===== src/rtl/i2c_tgt_pkg.sv =====
package i2c_tgt_pkg;
  // Fixed upper part of the 7-bit device address
  localparam logic [4:0] DEV_ADDR_UPPER = 5'b10010;
  localparam int unsigned BYTE_W = 8;

  typedef enum logic [3:0] {
    ST_IDLE,
    ST_ADDR,
    ST_ADDR_ACK,
    ST_PTR,
    ST_PTR_ACK,
    ST_WR,
    ST_WR_ACK,
    ST_RD,
    ST_RD_ACK
  } tgt_state_e;
endpackage


===== src/rtl/i2c_line_sync.sv =====
module i2c_line_sync #(
  parameter int unsigned STAGES  = 2,
  parameter bit          RST_VAL = 1'b1
) (
  input  logic clk,
  input  logic rst_n,
  input  logic line_i,
  output logic level_o,
  output logic prev_o
);
  logic [STAGES-1:0] pipe_q;
  logic              prev_q;

  generate
    if (STAGES == 1) begin : g_one
      always_ff @(posedge clk or negedge rst_n) begin
        if (!rst_n) pipe_q <= RST_VAL;
        else        pipe_q <= line_i;
      end
    end else begin : g_many
      always_ff @(posedge clk or negedge rst_n) begin
        if (!rst_n) pipe_q <= {STAGES{RST_VAL}};
        else        pipe_q <= {pipe_q[STAGES-2:0], line_i};
      end
    end
  endgenerate

  always_ff @(posedge clk or negedge rst_n) begin
    if (!rst_n) prev_q <= RST_VAL;
    else        prev_q <= pipe_q[STAGES-1];
  end

  assign level_o = pipe_q[STAGES-1];
  assign prev_o  = prev_q;
endmodule


===== src/rtl/i2c_bus_events.sv =====
module i2c_bus_events (
  input  logic scl,
  input  logic scl_prev,
  input  logic sda,
  input  logic sda_prev,
  output logic start_o,
  output logic stop_o,
  output logic scl_rise_o,
  output logic scl_fall_o
);
  logic scl_held_high;

  always_comb begin
    scl_held_high = scl & scl_prev;
    start_o       = scl_held_high & sda_prev & ~sda;
    stop_o        = scl_held_high & ~sda_prev & sda;
    scl_rise_o    = scl & ~scl_prev;
    scl_fall_o    = ~scl & scl_prev;
  end
endmodule


===== src/rtl/i2c_target_fsm.sv =====
module i2c_target_fsm
  import i2c_tgt_pkg::*;
#(
  parameter int unsigned REG_AW = 8
) (
  input  logic              clk,
  input  logic              rst_n,
  input  logic              start,
  input  logic              stop,
  input  logic              scl_rise,
  input  logic              scl_fall,
  input  logic              sda,
  input  logic [6:0]        dev_addr,
  input  logic [BYTE_W-1:0] reg_rdata,
  output logic              sda_oe,
  output logic [REG_AW-1:0] reg_addr,
  output logic [BYTE_W-1:0] reg_wdata,
  output logic              reg_we
);
  tgt_state_e        state_q, state_d;
  logic [2:0]        bit_q, bit_d;
  logic [BYTE_W-1:0] shift_q, shift_d;
  logic              full_q, full_d;
  logic              rw_q, rw_d;
  logic              more_q, more_d;
  logic [REG_AW-1:0] ptr_q, ptr_d;
  logic              oe_q, oe_d;
  logic              we_q, we_d;
  logic [BYTE_W-1:0] wdata_q, wdata_d;

  always_comb begin
    state_d = state_q;
    bit_d   = bit_q;
    shift_d = shift_q;
    full_d  = full_q;
    rw_d    = rw_q;
    more_d  = more_q;
    ptr_d   = ptr_q;
    oe_d    = oe_q;
    we_d    = 1'b0;
    wdata_d = wdata_q;

    // pointer steps after each write strobe
    if (we_q) ptr_d = ptr_q + 1'b1;

    if (start) begin
      state_d = ST_ADDR;
      bit_d   = '0;
      full_d  = 1'b0;
      oe_d    = 1'b0;
    end else if (stop) begin
      state_d = ST_IDLE;
      full_d  = 1'b0;
      oe_d    = 1'b0;
    end else begin
      case (state_q)
        ST_ADDR, ST_PTR, ST_WR: begin
          if (scl_rise) begin
            shift_d = {shift_q[BYTE_W-2:0], sda};
            bit_d   = bit_q + 1'b1;
            if (bit_q == 3'd7) full_d = 1'b1;
          end else if (scl_fall && full_q) begin
            full_d = 1'b0;
            bit_d  = '0;
            if (state_q == ST_ADDR) begin
              if (shift_q[7:1] == dev_addr) begin
                rw_d    = shift_q[0];
                oe_d    = 1'b1;
                state_d = ST_ADDR_ACK;
              end else begin
                state_d = ST_IDLE;
              end
            end else if (state_q == ST_PTR) begin
              ptr_d   = shift_q[REG_AW-1:0];
              oe_d    = 1'b1;
              state_d = ST_PTR_ACK;
            end else begin
              we_d    = 1'b1;
              wdata_d = shift_q;
              oe_d    = 1'b1;
              state_d = ST_WR_ACK;
            end
          end
        end
        ST_ADDR_ACK: begin
          if (scl_fall) begin
            if (rw_q) begin
              state_d = ST_RD;
              shift_d = reg_rdata;
              oe_d    = ~reg_rdata[BYTE_W-1];
              bit_d   = '0;
            end else begin
              oe_d    = 1'b0;
              state_d = ST_PTR;
            end
          end
        end
        ST_PTR_ACK, ST_WR_ACK: begin
          if (scl_fall) begin
            oe_d    = 1'b0;
            state_d = ST_WR;
          end
        end
        ST_RD: begin
          if (scl_fall) begin
            if (bit_q == 3'd7) begin
              oe_d    = 1'b0;
              ptr_d   = ptr_q + 1'b1;
              state_d = ST_RD_ACK;
            end else begin
              bit_d   = bit_q + 1'b1;
              shift_d = {shift_q[BYTE_W-2:0], 1'b0};
              oe_d    = ~shift_q[BYTE_W-2];
            end
          end
        end
        ST_RD_ACK: begin
          if (scl_rise) begin
            more_d = ~sda;
          end else if (scl_fall) begin
            if (more_q) begin
              state_d = ST_RD;
              shift_d = reg_rdata;
              oe_d    = ~reg_rdata[BYTE_W-1];
              bit_d   = '0;
            end else begin
              state_d = ST_IDLE;
            end
          end
        end
        default: ;
      endcase
    end
  end

  always_ff @(posedge clk or negedge rst_n) begin
    if (!rst_n) begin
      state_q <= ST_IDLE;
      bit_q   <= '0;
      shift_q <= '0;
      full_q  <= 1'b0;
      rw_q    <= 1'b0;
      more_q  <= 1'b0;
      ptr_q   <= '0;
      oe_q    <= 1'b0;
      we_q    <= 1'b0;
      wdata_q <= '0;
    end else begin
      state_q <= state_d;
      bit_q   <= bit_d;
      shift_q <= shift_d;
      full_q  <= full_d;
      rw_q    <= rw_d;
      more_q  <= more_d;
      ptr_q   <= ptr_d;
      oe_q    <= oe_d;
      we_q    <= we_d;
      wdata_q <= wdata_d;
    end
  end

  assign sda_oe    = oe_q;
  assign reg_addr  = ptr_q;
  assign reg_wdata = wdata_q;
  assign reg_we    = we_q;
endmodule


===== src/rtl/i2c_strap_target.sv =====
module i2c_strap_target
  import i2c_tgt_pkg::*;
#(
  parameter int unsigned REG_AW      = 8,
  parameter int unsigned SYNC_STAGES = 2
) (
  input  logic              clk,
  input  logic              rst_n,
  input  logic              scl_i,
  input  logic              sda_i,
  output logic              sda_oe,
  input  logic [1:0]        addr_sel_i,
  output logic [REG_AW-1:0] reg_addr,
  output logic [BYTE_W-1:0] reg_wdata,
  output logic              reg_we,
  input  logic [BYTE_W-1:0] reg_rdata
);
  logic [1:0] rst_pipe_q;
  logic       rst_sn;
  logic [1:0] strap_q;
  logic       strap_lock;
  logic       scl_s, scl_p, sda_s, sda_p;
  logic       start_det, stop_det, scl_rise, scl_fall;
  logic [6:0] dev_addr;

  // asynchronous assert, synchronous release
  always_ff @(posedge clk or negedge rst_n) begin
    if (!rst_n) rst_pipe_q <= '0;
    else        rst_pipe_q <= {rst_pipe_q[0], 1'b1};
  end
  assign rst_sn = rst_pipe_q[1];

  // straps captured once after reset release
  always_ff @(posedge clk or negedge rst_sn) begin
    if (!rst_sn) begin
      strap_q    <= '0;
      strap_lock <= 1'b0;
    end else if (!strap_lock) begin
      strap_q    <= addr_sel_i;
      strap_lock <= 1'b1;
    end
  end
  assign dev_addr = {DEV_ADDR_UPPER, strap_q};

  i2c_line_sync #(.STAGES(SYNC_STAGES), .RST_VAL(1'b1)) u_scl_sync (
    .clk(clk), .rst_n(rst_sn), .line_i(scl_i), .level_o(scl_s), .prev_o(scl_p)
  );

  i2c_line_sync #(.STAGES(SYNC_STAGES), .RST_VAL(1'b1)) u_sda_sync (
    .clk(clk), .rst_n(rst_sn), .line_i(sda_i), .level_o(sda_s), .prev_o(sda_p)
  );

  i2c_bus_events u_events (
    .scl(scl_s), .scl_prev(scl_p), .sda(sda_s), .sda_prev(sda_p),
    .start_o(start_det), .stop_o(stop_det),
    .scl_rise_o(scl_rise), .scl_fall_o(scl_fall)
  );

  i2c_target_fsm #(.REG_AW(REG_AW)) u_fsm (
    .clk(clk), .rst_n(rst_sn),
    .start(start_det), .stop(stop_det),
    .scl_rise(scl_rise), .scl_fall(scl_fall), .sda(sda_s),
    .dev_addr(dev_addr), .reg_rdata(reg_rdata),
    .sda_oe(sda_oe), .reg_addr(reg_addr),
    .reg_wdata(reg_wdata), .reg_we(reg_we)
  );
endmodule


===== config.mk =====
export PLATFORM = sky130hd
export DESIGN_NAME = i2c_strap_target
export DESIGN_NICKNAME = d
export VERILOG_FILES = /design/src/rtl/i2c_tgt_pkg.sv /design/src/rtl/i2c_line_sync.sv /design/src/rtl/i2c_bus_events.sv /design/src/rtl/i2c_target_fsm.sv /design/src/rtl/i2c_strap_target.sv
export SDC_FILE = /design/constraint.sdc
export NUM_CORES = 1
export LEC_CHECK = 0
export BUFFER_PORTS_ARGS = -buffer_cell sky130_fd_sc_hd__buf_2
export CORE_ASPECT_RATIO = 0.5
export CORE_MARGIN = 4
export CORE_UTILIZATION = 51
export CTS_CLUSTER_DIAMETER = 40
export DETAILED_ROUTE_END_ITERATION = 16
export PLACE_DENSITY = 0.72
export SLEW_MARGIN = 40
export SYNTH_ARGS = -nofsm -noshare
export SYNTH_HDL_FRONTEND = slang
export SYNTH_SLANG_ARGS = --single-unit

===== constraint.sdc =====
create_clock -name clk -period 1.6 [get_ports clk]
set_input_delay 0.08 -clock clk [delete_from_list [all_inputs] [get_ports clk]]
set_output_delay 0.08 -clock clk [all_outputs]
set_load 0.02 [all_outputs]

==> metrics, run 1 <==
outcome complete, but fails checks; failing checks negative setup slack; Clock Tree Root clkbuf_8; synth top area cells dfrtp_1 39%, mux2_2 11%, dfstp_2 6.1%, nand2_1 4.3%, o21ai_0 3.1%; worst reg2reg setup slack -360 ps; CP max stage delay 460 ps; H-tree levels 2; Final Slew Violations 0; worst-path cell chain nor4b_4, a311o_2, o2111ai_4, a211oi_4, buf_12, mux2_4; vias in the first global route 2,511; IR drop worst, VDD 0.9077 mV; total power 0.005338 W; die footprint 0.006374 mm²; Via Count 2,581; final setup vio count 34; Die X-Extent 109.0 µm; Pre-Repair DR Iteration Count 4; Overflow after GRT 0; CP startpoint kind flop; worst reg2reg path depth 6; share of the yosys chip area belonging to registers 45.52%; Iteration-0 DRC Markers 128; pre-CTS setup slack -380.8 ps; initial antenna violation count 0; first-pass GRT wire length 12,840 µm; CP required 1800 ps; Pleak 1.779 nW; post-layout util 80.11%; syn avg cell area 10.16 µm²; Reg area 0.001189 mm²; Yosys warning count 0; Inserted Diodes 0; synth cell count leaders 41 x dfrtp_1, 30 x nand2_1, 26 x mux2_2; Layout fillers 274; Gate Count Post-Synth 256; post-synth top area share 39.46%; final period utilization 122.7%; Multi-input gate area 0.001649 mm²; Remaining DRCs 0; Die Span Y 58.49 µm; reg2reg start u_fsm.state_q[1]$_DFFE_PN0P_; critical path data arrival time 2160 ps; ys async rst share 100.0%; # Max-Cap Violations 0; reg2reg end u_fsm.shift_q[6]$_DFFE_PN0P_; top_reg_cell synth dfrtp_1; Hold Path Class in2async; Final WS setup -362.5 ps; RSZ-0062 raised after global routing yes; Clock Pin Slew Worst Setup and Hold Paths 100 ps; pin count of the biggest net entering global routing 46; Ports 32; GRT Resource Usage Total 26.44%; Power per Cell Area 1351 mW/mm²; Avg WL per Cell 18.74 µm; final hold violations 0; CP bufs+invs 1; Post-Route WL 8244 µm; # rows 18; Post-DP HPWL 5026 µm; critical path fanouts, max 8; Worst Clk Skew 11.24 ps; fraction of layout cells with a size suffix above 1 53.51%; most frequent cell after synthesis dfrtp_1; GP Congestion 0.9810; Crit Path Class reg2reg; nets@finish 386; critical path startpoint u_fsm.state_q[1]$_DFFE_PN0P_; core area 0.004932 mm²; register bit total from synthesis 47; maximum clock frequency 509.6 MHz; Netlist Area Pre-Place 0.002600 mm²; CTS buffer count 5; number of flops mapped to enable cells by yosys 0; delay-heaviest family, CP compound AO/OA/AOI/OAI gates; P&R area growth vs syn 51.97%; Port Buffers 31; worst-skew pair later-pin latency 310 ps; Clock Path Buffers 2; cell taking the most area after synthesis dfrtp_1; Synth cell types 53; CP max-delay cell dfrtp_2; antenna viol nets, final 0; Worst setup EP type flop; vias per std cell 5.866; min Tclk post-route 1962 ps; Initial Util 52.71%; total clock sinks 47; CTS tree yes
## kinds of logic after synthesis
| group | count (synthesis) | synth area share [%] |
|---|---|---|
| compound gates | 63 | 16.55 |
| xor+xnor | 6 | 2.021 |
| fa+ha+maj | 3 | 1.444 |
| buf+inv | 16 | 2.839 |
| flops | 47 | 45.52 |
| mux | 29 | 12.42 |
| other cells | 1 | 0.1442 |
| simple gates | 91 | 19.06 |
## power breakdown
part           internal (W)  switching (W)  total, W  leakage (nW)
sequential          0.00142       0.000244   0.00167         0.583
combinational       0.00153        0.00138   0.00291          1.15
clock              0.000315       0.000445  0.000760        0.0418
total               0.00327        0.00207   0.00534          1.78
## worst max-delay path by stage
stage,endpoint,slack [ps],cells after the start
after floorplan,u_fsm.shift_q[0]$_DFFE_PN0P_,-300,6
after global placement,u_fsm.shift_q[2]$_DFFE_PN0P_,-320,7
final,u_fsm.shift_q[6]$_DFFE_PN0P_,-360,6
after CTS,u_fsm.shift_q[6]$_DFFE_PN0P_,-370,6
after detailed placement,u_fsm.shift_q[2]$_DFFE_PN0P_,-380,7
after global routing,u_fsm.shift_q[6]$_DFFE_PN0P_,-420,7
## worst register-to-register path, delay by kind of cell (launching register included)
family | cells | cell delay [ps]
AO/OA/AOI/OAI | 3 | 580
flip-flops | 1 | 460
buffers and inverters | 1 | 180
AND/OR/NAND/NOR | 1 | 330
multiplexers | 1 | 300
## layout by cell type, fill, tap and decap left out, drive strengths merged, types with 4 or more instances in the layout
cell type    instances
buf                112
dfrtp               41
nand2               30
mux2                26
nor2                16
o21ai               16
a21oi               14
nand3               10
o31ai                6
dfstp                6
clkbuf               6
nor2b                6
nand2b               6
dlygate4sd3          5
inv                  5
xor2                 4
## through the flow
step / instances / hold WS, ps / instance area [µm²] / setup TNS [ps]
2_1_floorplan: 257 / -215.6 / 2693 / -4093
3_3_place_gp: 407 / -135.3 / 3348 / -6477
3_5_place_dp: 407 / -132.7 / 3348 / -7481
4_1_cts: 437 / 66.38 / 3837 / -7769
5_1_grt: 440 / 67.54 / 3951 / -10070
6_report: 440 / 68.95 / 3951 / -8364
## area by class of cell
cell class                 count  area share, %
multi-input combinational    194          41.74
sequential                    47          30.08
timing repair buffer         117          23.34
tap                           70          2.217
clock buffer                   6          1.837
clock inverter                 2         0.4117
inverter                       4         0.3800
## state kept, by name (all words and copies together) (netlist names)
register / cells
u_fsm.reg_wdata: 8
u_fsm.rw_q: 1
u_fsm.state_q: 4
u_fsm.reg_addr: 8
u_fsm.full_q: 1
rst_pipe_q: 2
u_scl_sync.pipe_q: 2
u_scl_sync.prev_o: 1
u_fsm.reg_we: 1
strap_lock: 1
u_fsm.more_q: 1
u_fsm.sda_oe: 1
u_sda_sync.pipe_q: 2
u_sda_sync.prev_o: 1
u_fsm.shift_q: 8
u_fsm.bit_q: 3
strap_q: 2
## metal layers
layer / wire (µm) / track usage, %
met1: 3545 / 35.34
met2: 3982 / 43.54
met3: 511 / 6.243
met4: 204 / 7.734
met5: 0 / 0
## what timing repair did
| action | in CTS | in global routing |
|---|---|---|
| hold endpoints to repair | 6 | 0 |
| buffers inserted | 16 | 7 |
| gates cloned | 1 | 0 |
| resized for setup | 61 | 22 |
| hold buffers | 5 | 0 |
| pin swaps | 31 | 25 |
| setup endpoints to repair | 34 | 35 |
Note: power is estimated with default switching activity, not from simulation.
==> inputs of run 2 (changes only) <==
==> constraint.sdc (replaced) <==
create_clock -name clk -period 1.6 [get_ports clk]
set_input_delay 0.16 -clock clk [delete_from_list [all_inputs] [get_ports clk]]
set_output_delay 0.16 -clock clk [all_outputs]
set_load 0.02 [all_outputs]
==> run 2 against run 1 <==
  * The run still ends with negative setup slack left
  * Non-clock buffer count is 2 lower
  * Hold slack better by 11 ps
  * Final cell count decreased by 0.45%
  * Die area did not move
  * Critical endpoint is now u_fsm.shift_q[2]$_DFFE_PN0P_
  * Register-to-register slack barely moved
  * Critical path depth unchanged
  * Critical path type unchanged
  * Sequential share of layout area up 0.15 points
  * Wire length is 0.16% higher
  * First-iteration DRC count is 11% higher
  * Clock power decreased by 0.8%
  * Largest power group unchanged
  * Via count decreased by 1.3%
  * Largest cell class unchanged
==> metrics, run 2 (synthesis gave the netlist of run 1 again) <==
Inserted Diodes 0 (unchanged); Clock Path Buffers 2 (unchanged); Die Span Y 58.49 µm (unchanged); final period utilization 123.0% (+0.35 points); failing checks negative setup slack; total clock sinks 47 (unchanged); Finished Cell Area 0.003931 mm² (-0.51%); nets@finish 384 (-0.52%); P&R area growth vs syn 51.20%; critical path data arrival time 2170 ps (about the same); Power per Cell Area 1357 mW/mm² (+0.46%); maximum clock frequency 508.1 MHz (-0.28%); first-pass GRT wire length 12,870 µm (+0.22%); initial antenna violation count 0 (unchanged); Initial Util 52.71% (unchanged); worst-skew pair later-pin latency 310 ps (about the same); CP max stage delay 460 ps (about the same); hold depth 2; Overflow after GRT 0 (unchanged); Cell Area, Placed 0.003348 mm² (unchanged); delay-heaviest family, CP compound AO/OA/AOI/OAI gates; GRT Resource Usage Total 26.49% (+0.048 points); most common cell after layout, fill and taps aside buf_4; GP Congestion 0.9810 (unchanged); most frequent cells in the layout 63 x buf_4, 37 x dfrtp_1, 32 x buf_2; Pleak 1.771 nW (-0.47%); Levels on crit path 6 (unchanged); Ports 32 (unchanged); H-tree levels 2 (unchanged); CTS buffer count 5 (unchanged); Final Slew Violations 0 (unchanged); CP max-delay cell dfrtp_2; Worst Clk Skew 11.00 ps (-0.2380 ps); worst reg2reg path depth 6 (unchanged); Clock Pin Slew Worst Setup and Hold Paths 100 ps (about the same); final setup vio count 34 (unchanged); antenna viol nets, final 0 (unchanged); CP required 1800 ps (about the same); Pre-Repair DR Iteration Count 6 (+2); CP bufs+invs 1 (unchanged); Post-Route WL 8257 µm (+0.16%); Via Count 2,548 (-1.3%); CP startpoint kind flop; IR drop worst, VDD 0.9078 mV (about the same); # rows 18 (unchanged); RSZ-0062 raised after global routing yes; fraction of layout cells with a size suffix above 1 53.80% (+0.29 points); outcome complete, but fails checks; min Tclk post-route 1968 ps (+5.555 ps); Avg WL per Cell 18.85 µm (+0.62%); CTS tree yes; critical path fanouts, max 8 (unchanged); Iteration-0 DRC Markers 142 (+11%); Crit Path Class reg2reg; Die X-Extent 109.0 µm (unchanged); total power 0.005336 W (about the same); worst-path cell chain nor4b_4, a311o_2, o2111ai_4, a211oi_4, buf_12, mux2_4; Hold Path Class in2reg; Post-DP HPWL 5026 µm (unchanged); # Max-Cap Violations 0 (unchanged); Worst setup EP type flop; Clock Tree Root clkbuf_8; Final WS setup -368.0 ps (-5.555 ps); pin count of the biggest net entering global routing 46 (unchanged); final hold violations 0 (unchanged); core area 0.004932 mm² (unchanged); die footprint 0.006374 mm² (unchanged); Port Buffers 31 (unchanged); vias in the first global route 2,509 (-0.080%); vias per std cell 5.817 (-0.83%); Remaining DRCs 0 (unchanged)
[run 2: cell types whose count changed in the layout (fill, tap and decap cells not counted)]
cell and delta:
dlygate4sd3_1 -2
[run 2: worst reg2reg max path: cells and delay by family (launching register included)]
family | cells | cell delay [ps]
buffers and inverters | 1 | 180
and+or+nand+nor | 1 | 330
DFF | 1 | 460
muxes | 1 | 310
AOI/OAI and AO/OA | 3 | 580
[run 2: report_power, final]
part / internal (W) / switching (W)
registers: 0.00142 / 0.000245
clock network: 0.000315 / 0.000439
logic: 0.00153 / 0.00138
total: 0.00327 / 0.00207
[run 2: cell type report]
class	instances	area [µm²]
Clock inverter	2	16.27
Tap cell	70	87.58
Clock buffer	6	72.57
Multi-Input combinational cell	194	1649
Sequential cell	47	1189
Timing Repair Buffer	115	902.1
Fill cell	277	1001
Inverter	4	15.01
[run 2: layer usage]
| metal | track usage (%) | vias up | wire length, µm |
|---|---|---|---|
| met5 | 0 | - | 0 |
| met2 | 43.80 | 96 | 3968 |
| met3 | 6.243 | 22 | 518 |
| met1 | 35.27 | 1274 | 3577 |
| li1 | - | 1156 | - |
| met4 | 7.734 | 0 | 193 |
[run 2: worst paths after layout]
path,to,startpoint,slack [ps]
worst max register to register,u_fsm.shift_q[2]$_DFFE_PN0P_,u_fsm.state_q[1]$_DFFE_PN0P_,-370
max in group asynchronous,u_sda_sync.prev_o$_DFF_PN1_,rst_pipe_q[1]$_DFF_PN0_,1060
worst min-delay path,strap_q[0]$_DFFE_PN0N_,addr_sel_i[0],80
min in group asynchronous,rst_pipe_q[1]$_DFF_PN0_,rst_n,150
worst min register to register,u_fsm.reg_addr[1]$_DFF_PN0_,rst_pipe_q[1]$_DFF_PN0_,250
worst max-delay path,u_fsm.shift_q[2]$_DFFE_PN0P_,u_fsm.state_q[1]$_DFFE_PN0P_,-370
[run 2: what timing repair did]
action	4_1_cts	5_1_grt
gates cloned	1	0
setup endpoints to repair	34	35
hold buffers	3	0
hold endpoints to repair	4	0
pin swaps	31	25
resized for setup	61	22
buffers inserted	16	7
[run 2: stage by stage]
| stage | worst slack [ps] | cells | TNS [ps] | hold WS (ps) | util, % |
|---|---|---|---|---|---|
| 4_1_cts | -374.0 | 435 | -7769 | 72.07 | 77.40 |
| 6_report | -368.0 | 438 | -8419 | 79.94 | 79.71 |
| 2_1_floorplan | -297.6 | 257 | -4093 | -135.6 | - |
| 3_3_place_gp | -317.0 | 407 | -6477 | -55.30 | 67.88 |
| 5_1_grt | -416.0 | 438 | -10070 | 65.38 | 79.71 |
| 3_5_place_dp | -380.8 | 407 | -7481 | -52.73 | 67.88 |
